[config.mk]
export PLATFORM = sky130hd
export DESIGN_NAME = cq_ptr_track
export DESIGN_NICKNAME = d
export VERILOG_FILES = /design/src/rtl/cq_pkg.sv /design/src/rtl/cq_ptr_adv.sv /design/src/rtl/cq_ptr_dist.sv /design/src/rtl/cq_range_mask.sv /design/src/rtl/cq_ptr_track.sv
export SDC_FILE = /design/constraint.sdc
export NUM_CORES = 1
export LEC_CHECK = 0
export BUFFER_PORTS_ARGS = -buffer_cell sky130_fd_sc_hd__buf_2
export CORE_MARGIN = 5
export CORE_UTILIZATION = 55
export CTS_CLUSTER_SIZE = 40
export DETAILED_ROUTE_END_ITERATION = 6
export PLACE_DENSITY = 0.89
export RECOVER_POWER = 100
export SLEW_MARGIN = 20
export SYNTH_ARGS = -nofsm -noshare
export SYNTH_HDL_FRONTEND = slang
export SYNTH_SLANG_ARGS = --single-unit
[constraint.sdc]
create_clock -name clk -period 6.7 [get_ports clk]
set_input_delay 1.005 -clock clk [delete_from_list [all_inputs] [get_ports clk]]
set_output_delay 1.005 -clock clk [all_outputs]
set_load 0.01 [all_outputs]
[src/rtl/cq_pkg.sv]
package cq_pkg;

    typedef enum logic [1:0] {
        ACT_STEP   = 2'd0,
        ACT_FLUSH  = 2'd1,
        ACT_REJECT = 2'd2
    } act_e;

endpackage

[src/rtl/cq_ptr_adv.sv]
module cq_ptr_adv #(
    parameter int DEPTH = 12,
    parameter int IW    = 4,
    parameter int CW    = 4
) (
    input  logic          flag_i,
    input  logic [IW-1:0] idx_i,
    input  logic [CW-1:0] step_i,
    output logic          flag_o,
    output logic [IW-1:0] idx_o
);
    localparam int SW = CW + 1;

    logic [SW-1:0] sum;
    logic [SW-1:0] wrapped;
    logic          crossed;

    always_comb begin
        sum     = SW'(idx_i) + SW'(step_i);
        crossed = (sum >= SW'(DEPTH));
        wrapped = crossed ? (sum - SW'(DEPTH)) : sum;
        idx_o   = IW'(wrapped);
        flag_o  = flag_i ^ crossed;
    end

endmodule

[src/rtl/cq_ptr_dist.sv]
module cq_ptr_dist #(
    parameter int DEPTH = 12,
    parameter int IW    = 4,
    parameter int CW    = 4
) (
    input  logic          t_flag_i,
    input  logic [IW-1:0] t_idx_i,
    input  logic          h_flag_i,
    input  logic [IW-1:0] h_idx_i,
    output logic [CW-1:0] dist_o,
    output logic          order_ok_o
);
    always_comb begin
        if (t_flag_i == h_flag_i) begin
            dist_o     = CW'(t_idx_i) - CW'(h_idx_i);
            order_ok_o = (t_idx_i >= h_idx_i);
        end else begin
            dist_o     = CW'(DEPTH) + CW'(t_idx_i) - CW'(h_idx_i);
            order_ok_o = (t_idx_i <= h_idx_i);
        end
    end

endmodule

[src/rtl/cq_range_mask.sv]
module cq_range_mask #(
    parameter int DEPTH = 12,
    parameter int IW    = 4
) (
    input  logic             s_flag_i,
    input  logic [IW-1:0]    s_idx_i,
    input  logic             e_flag_i,
    input  logic [IW-1:0]    e_idx_i,
    output logic [DEPTH-1:0] mask_o
);
    logic [DEPTH-1:0] below_s;
    logic [DEPTH-1:0] below_e;
    logic [DEPTH-1:0] span;

    for (genvar i = 0; i < DEPTH; i++) begin : g_bit
        assign below_s[i] = (s_idx_i > IW'(i));
        assign below_e[i] = (e_idx_i > IW'(i));
    end

    assign span   = below_s ^ below_e;
    assign mask_o = (s_flag_i == e_flag_i) ? span : ~span;

endmodule

[src/rtl/cq_ptr_track.sv]
module cq_ptr_track #(
    parameter int DEPTH = 12,
    localparam int IW   = (DEPTH > 1) ? $clog2(DEPTH) : 1,
    localparam int CW   = $clog2(DEPTH + 1)
) (
    input  logic             clk,
    input  logic             rst_n,
    input  logic             flush_i,
    input  logic [CW-1:0]    enq_cnt_i,
    input  logic [CW-1:0]    deq_cnt_i,
    output logic [CW-1:0]    used_o,
    output logic [CW-1:0]    free_o,
    output logic             full_o,
    output logic             empty_o,
    output logic             order_ok_o,
    output logic [DEPTH-1:0] occ_mask_o,
    output logic             err_o
);
    import cq_pkg::*;

    typedef struct packed {
        logic          flag;
        logic [IW-1:0] idx;
    } ptr_t;

    typedef struct packed {
        ptr_t head;
        ptr_t tail;
    } state_t;

    state_t st_d, st_q;
    ptr_t   head_nx, tail_nx;
    act_e   act;

    cq_ptr_adv #(.DEPTH(DEPTH), .IW(IW), .CW(CW)) u_adv_tail (
        .flag_i (st_q.tail.flag),
        .idx_i  (st_q.tail.idx),
        .step_i (enq_cnt_i),
        .flag_o (tail_nx.flag),
        .idx_o  (tail_nx.idx)
    );

    cq_ptr_adv #(.DEPTH(DEPTH), .IW(IW), .CW(CW)) u_adv_head (
        .flag_i (st_q.head.flag),
        .idx_i  (st_q.head.idx),
        .step_i (deq_cnt_i),
        .flag_o (head_nx.flag),
        .idx_o  (head_nx.idx)
    );

    cq_ptr_dist #(.DEPTH(DEPTH), .IW(IW), .CW(CW)) u_dist (
        .t_flag_i   (st_q.tail.flag),
        .t_idx_i    (st_q.tail.idx),
        .h_flag_i   (st_q.head.flag),
        .h_idx_i    (st_q.head.idx),
        .dist_o     (used_o),
        .order_ok_o (order_ok_o)
    );

    cq_range_mask #(.DEPTH(DEPTH), .IW(IW)) u_mask (
        .s_flag_i (st_q.head.flag),
        .s_idx_i  (st_q.head.idx),
        .e_flag_i (st_q.tail.flag),
        .e_idx_i  (st_q.tail.idx),
        .mask_o   (occ_mask_o)
    );

    assign free_o  = CW'(DEPTH) - used_o;
    assign empty_o = (st_q.head == st_q.tail);
    assign full_o  = (st_q.head.flag != st_q.tail.flag) &&
                     (st_q.head.idx == st_q.tail.idx);

    always_comb begin
        if (flush_i)
            act = ACT_FLUSH;
        else if ((enq_cnt_i > free_o) || (deq_cnt_i > used_o))
            act = ACT_REJECT;
        else
            act = ACT_STEP;

        st_d  = st_q;
        err_o = 1'b0;
        case (act)
            ACT_FLUSH:  st_d = '0;
            ACT_REJECT: err_o = 1'b1;
            default: begin
                st_d.head = head_nx;
                st_d.tail = tail_nx;
            end
        endcase
    end

    always_ff @(posedge clk or negedge rst_n) begin
        if (!rst_n)
            st_q <= '0;
        else
            st_q <= st_d;
    end

endmodule

Yosys cells after proc, flatten, opt, wreduce, memory -nomap -nowiden
Index checks and enable logic that the tools add are counted.
Word-level totals
  register bits after elaboration: 10
  bits in latches: 0
  RAM bits: 0
  ROM bits: 0
  bits of input ports: 11
  output and inout port bits: 24
  logic and storage cells: 64
  memories: 0
Operators by class
  $add $sub $neg: 8
  multipliers: 0
  divide/modulo/power cells: 0
  magnitude comparators: 30
  eq/ne operators: 7
  shift-type cells: 0
  mux-type cells: 9
  bitwise operators: 4
  reduce and logical (&&, ||, !) cells: 2
Operators by type and width (count)
  greater-than comparator 4 x 3 -> 1 bit (second input constant): 8
  greater-than comparator 4 bit (second input constant): 8
  case mux 10 bit (2 select lines): 1
  greater-than comparator 4 x 1 -> 1 bit (second input constant): 4
  greater-than comparator 4 x 2 -> 1 bit (second input constant): 4
  2-to-1 mux 12 bit: 1
  2-to-1 mux 4 bit: 3
  NOT 12 bit: 1
  bitwise XOR 12 bit: 1
  adder 4 x 4 -> 5 bit: 2
  >= comparator 5 x 4 -> 1 bit (second input constant): 2
  greater-than comparator 4 bit: 2
  subtractor 4 bit: 2
  subtractor 4 bit (second input constant): 2
  equality test 5 bit: 1
  adder 4 bit (first input constant): 1
  equality test 4 bit: 1
  >= comparator 4 bit: 1
  <= comparator 4 bit: 1
  2-to-1 mux 2 bit: 2
  subtractor 4 bit (first input constant): 1
  equality test 1 bit: 2
  equality test 2 x 1 -> 1 bit (second input constant): 1
  equality test 2 bit (second input constant): 1
  other kinds (5): 7

Depth between registers and ports, before layout
Gate-level depths: netlist of the first run.
  depth in word-level cells: 10
  mapped depth: 17

Modules after synthesis
From an unflattened synthesis of the first run, not the netlist that was laid out.
Second synthesis, totals
  cell total of the unflattened synthesis: 240
  area, all modules: 2031.9 sq um
By module, submodules not included
  cq_ptr_track: times used 1, cells an instance 87, area an instance 812.0 sq um, sequential area each 250.2 sq um
  cq_ptr_adv: times used 2, cells an instance 32, area an instance 254.0 sq um, sequential area each 0.0 sq um
  cq_range_mask: times used 1, cells an instance 56, area an instance 424.2 sq um, sequential area each 0.0 sq um
  cq_ptr_dist: times used 1, cells an instance 33, area an instance 287.8 sq um, sequential area each 0.0 sq um

Worst setup path before layout of the first run
No wires, ideal clock.
  path kind: reg2out
  start point: reg st_q[6] (netlist name)
  end point: out err_o
  arrival: 3432 ps
  required time: 5695 ps
  setup slack: 2263 ps
  stages on the path, launching flop included: 16
  path buffers: 1
  cells stage by stage: dfrtp_1 -> clkbuf_1 -> inv_1 -> ha_1 -> ha_1 -> inv_1 -> fa_1 -> a21oi_2 -> o21ai_1 -> xor2_1 -> ha_1 -> and2_1 -> o21ai_0 -> a32oi_2 -> nor2_1 -> nor2_1
On the way
  cells in the longest elaborated chain, start to end: 9
Ends and longest elaborated chain
  from (decl): line cq_ptr_track.sv:31  | state_t st_d, st_q;
  from (signal assigned): line cq_ptr_track.sv:97  | st_q <= st_d;
  subtractor 4 bit, on equally long branches: line cq_ptr_dist.sv:18, cq_ptr_dist.sv:15
  2-to-1 mux 4 bit *: line cq_ptr_dist.sv:14  | if (t_flag_i == h_flag_i) begin
  named net used_o[2]: line cq_ptr_track.sv:11  | output logic [CW-1:0] used_o,
  subtractor 4 bit: line cq_ptr_track.sv:68  | assign free_o = CW'(DEPTH) - used_o;
  greater-than comparator 4 bit: line cq_ptr_track.sv:76  | else if ((enq_cnt_i > free_o) || (deq_cnt_i > used_o))
  logical OR 1 bit *: line cq_ptr_track.sv:76
  2-to-1 mux 2 bit *: line cq_ptr_track.sv:76
  2-to-1 mux 2 bit *: line cq_ptr_track.sv:74  | if (flush_i)
  equality test 2 bit *: line cq_ptr_track.sv:83  | case (act)
  2-to-1 mux 1 bit *: line cq_ptr_track.sv:83
  to (decl): line cq_ptr_track.sv:17  | output logic err_o
The timed path passes the listed nets; every way through them passes the cells marked *.

Worst setup path in the final report of the first run
  start point: reg st_q[4] (netlist name)
  end point: out err_o
On the way
  cells in the longest elaborated chain, start to end: 9
Ends and longest elaborated chain (line)
  equality test 1 bit *: cq_ptr_dist.sv:14
  2-to-1 mux 4 bit *: cq_ptr_dist.sv:14
  subtractor 4 bit: cq_ptr_track.sv:68
  greater-than comparator 4 bit: cq_ptr_track.sv:76
  logical OR 1 bit *: cq_ptr_track.sv:76
  2-to-1 mux 2 bit *: cq_ptr_track.sv:76
  2-to-1 mux 2 bit *: cq_ptr_track.sv:74
  equality test 2 bit *: cq_ptr_track.sv:83
  2-to-1 mux 1 bit *: cq_ptr_track.sv:83
Mark *: on every way between the ends. The rest lies on a longest branch, timed or not.

==> results of run 1 <==
## cell type report
cell class                      instances  share of cell area
Clock buffer                            4             0.01870
Multi-Input combinational cell        169              0.7112
Timing Repair Buffer                   34             0.07415
Sequential cell                        10              0.1289
Inverter                               20             0.03868
Tap cell                               44             0.02837
## synth_stat cells (2+ instances only)
cell type  instances  share of area
clkbuf_1           6          0.013
inv_1             20          0.043
nand2_1            5          0.011
xnor2_1           27           0.13
ha_1              25           0.18
a311oi_1           4          0.020
mux2_2             2          0.013
xor2_1             7          0.035
fa_1               5          0.057
and2_1             4          0.014
nor2b_1            5          0.018
nor3_1             5          0.014
or3_1              2         0.0071
a21o_1             5          0.021
dfrtp_1           10           0.14
o21ai_0           14          0.040
xor2_4             2          0.031
a32o_1             2          0.011
a32oi_2            2          0.018
nand2b_1           2         0.0071
nor2_1             9          0.019
nand3_1            8          0.023
a21oi_1           20          0.057
## cells by family (layout without fill, tap and decap cells)
kind of cell / after synthesis / in the layout
simple gates: 45 / 45
flops: 10 / 10
mux: 2 / 2
fa+ha+maj: 30 / 30
xor+xnor: 36 / 36
compound gates: 56 / 56
buf+inv: 28 / 58
## metal layers
metal  global-route usage  part of all wire  vias to the layer above  routed length, um
met5                    0                 0                        -                  0
met4              0.04061             0.012                        0                 46
met3              0.02867             0.042                        6                165
met2               0.3490              0.51                       40               2002
met1               0.2183              0.44                      755               1718
li1                     -                 -                      786                  -
## worst register-to-register path: cells and delay by family, from the launching register on
| family | cells | cell delay [ns] |
|---|---|---|
| adder cells (fa/ha/maj) | 1 | 0.31 |
| AND/OR/NAND/NOR | 3 | 0.48 |
| XOR/XNOR | 2 | 1.66 |
| flip-flops | 1 | 0.39 |
| AO/OA/AOI/OAI | 5 | 1.51 |
## worst paths after layout
| check | from | end | slack (ns) | cells past startpoint |
|---|---|---|---|---|
| min in group asynchronous | rst_n | st_q[4] | 0.68 | 1 |
| hold reg to reg | st_q[4] | st_q[4] | 0.65 | 2 |
| max in group asynchronous | rst_n | st_q[5] | 5.68 | 1 |
| setup / recovery | st_q[4] | err_o | 1.15 | 12 |
| setup reg to reg | st_q[4] | st_q[2] | 2.22 | 11 |
| hold / removal | st_q[4] | st_q[4] | 0.65 | 2 |
## through the flow
stage | utilization | std cells
3_5_place_dp | 0.6398 | 277
6_report | 0.6357 | 281
5_1_grt | 0.6357 | 281
4_1_cts | 0.6516 | 281
3_3_place_gp | 0.6398 | 277
2_1_floorplan | - | 207
==> qor.yml, run 1 <==
outcome:
  run_status: "finished, violations left"
  failed_checks: "max-capacitance violations, max-slew violations"
cts:
  cts_num_sinks: 10
  cts_tree: "done"
  clockBufferDepth: 2
  cts_hold_buffers: 0
  clkTransAtPathRegs_ns: 0.06
  h-tree-depth: 1
  cts_root_buf: "clkbuf_4"
  clkLatencyLatePin_ns: 0.26
  cts_buffers: 3
  cts_resized: 0
  post-cts-setup-buffer-count: 0
worst_setup_path:
  slowest_delay_ns: 1.46
  cp_slowest_cell: "xor2_1"
  critPathLaunchType: "flop"
  path_cells: "xor2_1 > nor2_1 > a21oi_1 > o21ai_0 > xor2_1 > ha_1 > and2_0 > o21ai_0 > a32oi_2 > nor2_1 > nor2_1 > clkbuf_1"
  endpoint_kind: "output port"
  worst_path_most_repeated_cell: "nor2_1"
  critPathKind: "flop to output port"
  cp.required_ns: 5.69
  path_max_fanout: 19
  cp.arrival_ns: 4.55
  cp_top_family: "XOR/XNOR gates"
  cp_num_buf_inv: 1
synthesis:
  syn_inst: 207
  synth_edf_count: 0
  synth-seq-cells: 10
  syn_area_mm2: 0.001763
  ys.warnings.count: 0
  synth_nets: 248
  synth_top_family_by_area: "adder cells"
  synth_fa_ha_area_frac: 0.2342
  synth_compound_area_frac: 0.2172
  async_reset_ff_frac: 1.000
  synth-seq-area-share: 0.1419
  syn_avg_cell_area_um2: 8.517
  synthSimpleGateAreaFrac: 0.1313
  synth-main-ff-cell: "dfrtp_1"
  synth-xor-area-share: 0.2001
  yosysUniqueCellTypes: 39
  synth_mux_area_frac: 0.01278
global_routing:
  grt_usage: 0.1857
  grt_pass1_vias: 1549
  grt_max_degree: 20
  grt-ovfl-total: 0
  antenna_found_initial: 0
  grt_pass1_wl_um: 6534
floorplan:
  start_util: 0.5775
  ios: 35
  die-height_um: 66.62
  core-area_mm2: 0.003053
  rows: 20
  fp.dieW_um: 66.62
  die_area_mm2: 0.004438
timing:
  finalCritPeriodShare: 0.8290
  setup_tns_ns: 0
  fmax_ghz: 0.1800
  fin_skew_ns: 0.001444
  worst_hold_slack_ns: 0.6502
  min_period_ns: 5.554
  postLayoutSetupSlackWorst_ns: 1.146
  hold_violations: 0
  rsz0062_at_grt: "false"
  slew-limit-headroom: -0.2789
  slew_viol_final: 20
  finalSetupViolCount: 0
  worstMarginPinSlew_ns: 1.912
final_layout:
  final_cell_mix: "xnor2_1, ha_1, a21oi_1, clkbuf_1, inv_1"
  nets: 279
  multi_input_area_mm2: 0.001380
  ff_latch_area_um2: 250.2
  largest_register_ffs: 10
  antennaDiodeCount: 0
  design_area_mm2: 0.001941
  layout-drive-gt1-share: 0.1139
  fill_cells: 281
  top_regs: "st_q: 10 flops"
  layout_commonest_cell: "xnor2_1"
  area_growth_pct: 10.08
  regMostFlops: "st_q"
placement:
  dp_slack_ns: 1.966
  postPlaceCellArea_mm2: 0.001953
  numPortBuffers: 34
  place_congestion: 0.8408
  hpwl_um: 3165
routing:
  routedWlPerCell_um: 14.00
  drtIter0Drc: 97
  viasPerCell: 5.648
  ant_nets: 0
  drt_pass1_iterations: 4
  wl_um: 3933
  vias: 1587
  route.detailed.drc: 0
hold_path:
  hold_path.class: "flop to flop"
flow_run:
  max-cap-violations: 1
Power of run 1 is not shown: default switching activity piles up to over one toggle a cycle in this logic, so the estimate is an artifact.
==> run 2: changes to the inputs <==
clock period = 5.41 ns   (was 6.7 ns; I/O delays follow)
==> qor.yml, run 2 (synthesis results as in run 1) <==
floorplan:
  rows: 20  # unchanged
  die_area_mm2: 0.004438  # unchanged
  fp.dieW_um: 66.62  # unchanged
  die-height_um: 66.62  # unchanged
  core-area_mm2: 0.003053  # unchanged
  start_util: 0.5775  # unchanged
  ios: 35  # unchanged
worst_setup_path:
  critPathKind: "flop to output port"
  cp.required_ns: 4.60  # -1.09 ns
  cp_top_family: "adder cells"
  r2r_start: "st_q[2]"
  r2r_slack_ns: 1.30  # -0.92 ns
  crit_path_start: "st_q[2]"
  endpoint_kind: "output port"
  cp.arrival_ns: 4.11  # -0.44 ns
  reg2reg_depth: 14  # +3
  path_max_fanout: 15  # -4
  r2r_end: "st_q[9]"
  cp_slowest_cell: "dfrtp_1"
  slowest_delay_ns: 0.67  # -0.79 ns
  path_cells: "inv_1 > ha_1 > fa_1 > xor2_1 > nand2_2 > o21ai_2 > xor2_4 > xor2_1 > ha_1 > and2_1 > o21ai_0 > a32oi_2 > nor2_1 > nor2_1 > buf_2"
  critPathLaunchType: "flop"
  cp_num_buf_inv: 2  # +1
timing:
  finalSetupViolCount: 0  # unchanged
  setup_tns_ns: 0  # unchanged
  fin_skew_ns: 0.004000  # +0.002555 ns
  slew-limit-headroom: 0.2580  # +0.5369
  fmax_ghz: 0.2031
  min_period_ns: 4.924
  rsz0062_at_grt: "false"
  slew_viol_final: 0  # -100%
  hold_violations: 0  # unchanged
  worstMarginPinSlew_ns: 1.113  # -0.7989 ns
  worst_hold_slack_ns: 0.4817  # -0.1685 ns
  postLayoutSetupSlackWorst_ns: 0.4855  # -0.6600 ns
  finalCritPeriodShare: 0.9103
cts:
  cts_tree: "done"
  clkLatencyLatePin_ns: 0.26  # about the same
  clkTransAtPathRegs_ns: 0.06  # about the same
  post-cts-setup-buffer-count: 0  # unchanged
  cts_num_sinks: 10  # unchanged
  cts_resized: 0  # unchanged
  clockBufferDepth: 2  # unchanged
  cts_hold_buffers: 0  # unchanged
  h-tree-depth: 1  # unchanged
  cts_buffers: 3  # unchanged
  cts_root_buf: "clkbuf_4"
global_routing:
  antenna_found_initial: 0  # unchanged
  grt-ovfl-total: 0  # unchanged
  grt_pass1_wl_um: 6451  # -1.3%
  grt_pass1_vias: 1488  # -3.9%
  grt_usage: 0.1823  # -0.003395
  grt_max_degree: 20  # unchanged
placement:
  numPortBuffers: 34  # unchanged
  place_congestion: 0.8519  # +1.3%
  dp_slack_ns: 0.8558  # -1.111 ns
  hpwl_um: 3144  # -0.66%
final_layout:
  largest_register_ffs: 10  # unchanged
  fill_cells: 274  # -2.5%
  area_growth_pct: 11.43
  antennaDiodeCount: 0  # unchanged
  layout-drive-gt1-share: 0.1261  # +0.01213
  top_regs: "st_q: 10 flops"
  layout_commonest_cell: "xnor2_1"
  regMostFlops: "st_q"
  nets: 280  # +0.36%
  final_cell_mix: "xnor2_1, ha_1, a21oi_1, clkbuf_1, inv_1"
outcome:
  run_status: "finished clean"
routing:
  viasPerCell: 5.447  # -3.6%
  wl_um: 3891  # -1.1%
  drtIter0Drc: 110  # +13%
  route.detailed.drc: 0  # unchanged
  drt_pass1_iterations: 4  # unchanged
  ant_nets: 0  # unchanged
  vias: 1536  # -3.2%
  routedWlPerCell_um: 13.80  # -1.4%
hold_path:
  hold_path.class: "input port to asynchronous set/reset pin"
flow_run:
  max-cap-violations: 0  # -1
[run 2: cell count changes in the layout (fill, tap and decap cells not counted), sizes merged]
cell,previous run,this run
buf,13,14
[run 2: per-layer routing]
| layer | vias up | GRT usage | wire length (um) |
|---|---|---|---|
| met3 | 2 | 0.03035 | 171 |
| met1 | 716 | 0.2281 | 1727 |
| met2 | 34 | 0.3354 | 1984 |
| met4 | 0 | 0.01777 | 8 |
| met5 | - | 0 | 0 |
| li1 | 784 | - | - |
[run 2: per-stage QoR]
stage,cells,utilization,instance area [um2]
after floorplan,207,-,1763
after global placement,278,0.6422,1961
after detailed placement,278,0.6422,1961
after CTS,282,0.6541,1997
after global routing,282,0.6434,1964
final,282,0.6434,1964
[run 2: final cells by class]
| type | instances | area (um2) | area share |
|---|---|---|---|
| clock buffer | 4 | 36.28 | 0.01847 |
| multi-input combinational | 169 | 1399 | 0.7121 |
| sequential | 10 | 250.2 | 0.1274 |
| inverter | 20 | 75.07 | 0.03822 |
| timing repair buffer | 35 | 148.9 | 0.07580 |
| tap | 44 | 55.05 | 0.02803 |
[run 2: worst max-delay path by stage]
stage,to,slack (ns),cells past startpoint
final,err_o,0.49,15
after global placement,err_o,1.04,15
after floorplan,err_o,1.17,15
after CTS,err_o,0.56,15
after detailed placement,err_o,0.86,15
after global routing,err_o,0.19,15
Power of run 2 is left out for the same reason.
==> run 3: changes to the inputs <==
PLACE_DENSITY = 0.87   (was 0.89)
SYNTH_HIERARCHICAL = 1   (was unset)
==> qor.yml, run 3 <==
routing:
  drtIter0Drc: 138  # +25%
  wl_met3_um: 144  # -16%
  vias: 1729  # +13%
  wl_um: 4492  # +15%
  ant_nets: 0  # unchanged
  routedWlPerCell_um: 14.08  # +2.1%
  wl_met1_um: 1993  # +15%
  top_layer: "met4"
  route.detailed.drc: 0  # unchanged
  drt_pass1_iterations: 4  # unchanged
  wl_met2_um: 2249  # +13%
  viasPerCell: 5.420  # -0.49%
final_layout:
  largest_register_ffs: 10  # unchanged
  regMostFlops: "st_q"
  area_growth_pct: 9.729
  layout_commonest_cell: "xnor2_1"
  antennaDiodeCount: 0  # unchanged
  layout-drive-gt1-share: 0.09594  # -0.03011
  nets: 313  # +12%
  top_regs: "st_q: 10 flops"
  final_cell_mix: "xnor2_1, inv_1, ha_1, clkbuf_1, nand2b_1"
floorplan:
  fp.dieW_um: 70.78  # +6.3%
  rows: 22  # +10%
  die_area_mm2: 0.005010  # +13%
  core-area_mm2: 0.003633  # +19%
  die-height_um: 70.78  # +6.3%
  ios: 35  # unchanged
  start_util: 0.5592  # -0.01823
cts:
  cts_buffers: 3  # unchanged
  cts_tree: "done"
  clkTransAtPathRegs_ns: 0.05  # about the same
  cts_root_buf: "clkbuf_8"
  post-cts-setup-buffer-count: 0  # unchanged
  cts_hold_buffers: 0  # unchanged
  clockBufferDepth: 2  # unchanged
  h-tree-depth: 1  # unchanged
  cts_resized: 0  # unchanged
  clkLatencyLatePin_ns: 0.24  # -0.02 ns
  cts_num_sinks: 10  # unchanged
synthesis:
  syn_area_mm2: 0.002032  # +15%
  syn_inst: 240  # +16%
  synthSimpleGateAreaFrac: 0.1644  # +0.03311
  yosys.area.top_type: "ha_1"
  yosysUniqueCellTypes: 41  # +5.1%
  synth-seq-area-share: 0.1232  # -0.01879
  synth-main-ff-cell: "dfrtp_1"
  synth-seq-cells: 10  # unchanged
  synth_mux_area_frac: 0.05911  # +0.04634
  synth_edf_count: 0  # unchanged
  ys.warnings.count: 6  # +6
  synth_top_family_by_area: "adder cells"
  yosysMostFrequentCell: "xnor2_1"
  syn_avg_cell_area_um2: 8.466  # -0.59%
  synth-xor-area-share: 0.1995  # -0.0006346
  synth_top_area_frac: 0.1539  # -0.02349
  synth_fa_ha_area_frac: 0.2032  # -0.03101
  synth_nets: 281  # +13%
  synth_compound_area_frac: 0.1656  # -0.05153
  async_reset_ff_frac: 1.000  # unchanged
  synth_common_cells: "xnor2_1, inv_1, ha_1"
  synth_area_leaders: "ha_1, xnor2_1, dfrtp_1, nand2b_1, inv_1"
worst_setup_path:
  cp.arrival_ns: 4.18  # +0.07 ns
  endpoint_kind: "output port"
  critPathLaunchType: "flop"
  r2r_slack_ns: 0.72  # -0.58 ns
  critPathKind: "flop to output port"
  path_max_fanout: 17  # +2
  cp.required_ns: 4.60  # about the same
global_routing:
  grt_pass1_wl_um: 7169  # +11%
  grt_max_degree: 22  # +10%
  grt_pass1_vias: 1575  # +5.8%
  grt-ovfl-total: 0  # unchanged
  antenna_found_initial: 0  # unchanged
  grt_usage: 0.1716  # -0.01074
timing:
  postLayoutSetupSlackWorst_ns: 0.4212  # -0.06434 ns
  setup_tns_ns: 0  # unchanged
  slew-limit-headroom: 0.2651  # +0.007060
  finalSetupViolCount: 0  # unchanged
  min_period_ns: 4.989  # +0.06434 ns
  rsz0062_at_grt: "false"
  finalCritPeriodShare: 0.9221  # +0.01189
  worstMarginPinSlew_ns: 1.099  # -0.01432 ns
  hold_violations: 0  # unchanged
  fin_skew_ns: 0.002426  # -0.001574 ns
  slew_viol_final: 0  # unchanged
  fmax_ghz: 0.2004  # -1.3%
hold_path:
  hold_path.class: "input port to asynchronous set/reset pin"
placement:
  hpwl_um: 3565  # +13%
  numPortBuffers: 34  # unchanged
  dp_slack_ns: 0.8452  # -0.01060 ns
  place_congestion: 0.8088  # -5.1%
outcome:
  run_status: "finished clean"
flow_run:
  max-cap-violations: 0  # unchanged
-- run 3: cell count changes after synthesis, moves of 4 or more --
cell / before / now
a21oi_1: 20 / 8
a311oi_1: 4 / 0
inv_1: 20 / 33
o21ai_0: 14 / 8
nand3_1: 8 / 2
nand2_1: 5 / 9
xnor2_1: 27 / 34
and2_1: 4 / 0
nand2b_1: 2 / 20
a31oi_1: 0 / 4
mux2i_1: 0 / 12
-- run 3: cell type report --
class | count | area, um2
tap | 48 | 60.06
multi-input combinational | 187 | 1582
clock buffer | 4 | 55.05
inverter | 33 | 123.9
fill | 328 | 1404
timing repair buffer | 37 | 158.9
sequential | 10 | 250.2
-- run 3: kinds of logic (layout without fill, tap and decap cells) --
| family | after synthesis | count (layout) |
|---|---|---|
| compound gates | 46 | 46 |
| xor+xnor | 41 | 41 |
| fa+ha+maj | 30 | 30 |
| buf+inv | 43 | 74 |
| flops | 10 | 10 |
| mux | 12 | 12 |
| simple gates | 58 | 58 |
-- run 3: layer usage --
| metal | vias up | track usage |
|---|---|---|
| met1 | 811 | 0.2129 |
| met4 | 0 | 0.06681 |
| met3 | 9 | 0.01278 |
| li1 | 877 | - |
| met5 | - | 0 |
| met2 | 32 | 0.3069 |
-- run 3: through the flow --
stage	instance area (um2)	utilization	instances	hold slack, ns
after global placement	2236	0.6154	315	0.6768
after detailed placement	2236	0.6154	315	0.6858
after global routing	2230	0.6136	319	0.6022
after floorplan	2032	-	240	0.5159
after CTS	2291	0.6305	319	0.4340
final	2230	0.6136	319	0.5467
-- run 3: worst paths after layout --
path                            startpoint       to  cells after the start
worst max-delay path               st_q[2]    err_o                     16
worst min-delay path                 rst_n  st_q[7]                      1
worst max register to register     st_q[2]  st_q[5]                     16
worst min register to register     st_q[4]  st_q[4]                      2
max in group asynchronous            rst_n  st_q[8]                      1
min in group clk                   st_q[4]  st_q[4]                      2
-- run 3: worst max-delay path, stage by stage (launching register included) --
cell and delay [ns]:
dfrtp_1 0.69, inv_1 0.10, ha_1 0.39, inv_1 0.09
fa_1 0.43, xor2_1 0.18, and3_1 0.19, nor4_1 0.36
inv_1 0.14, xnor2_1 0.22, inv_1 0.07, ha_1 0.31
a21oi_1 0.13, o21ai_0 0.11, a22oi_1 0.32, nor2_1 0.07
clkbuf_1 0.14
Power of run 3 is left out for the same reason.
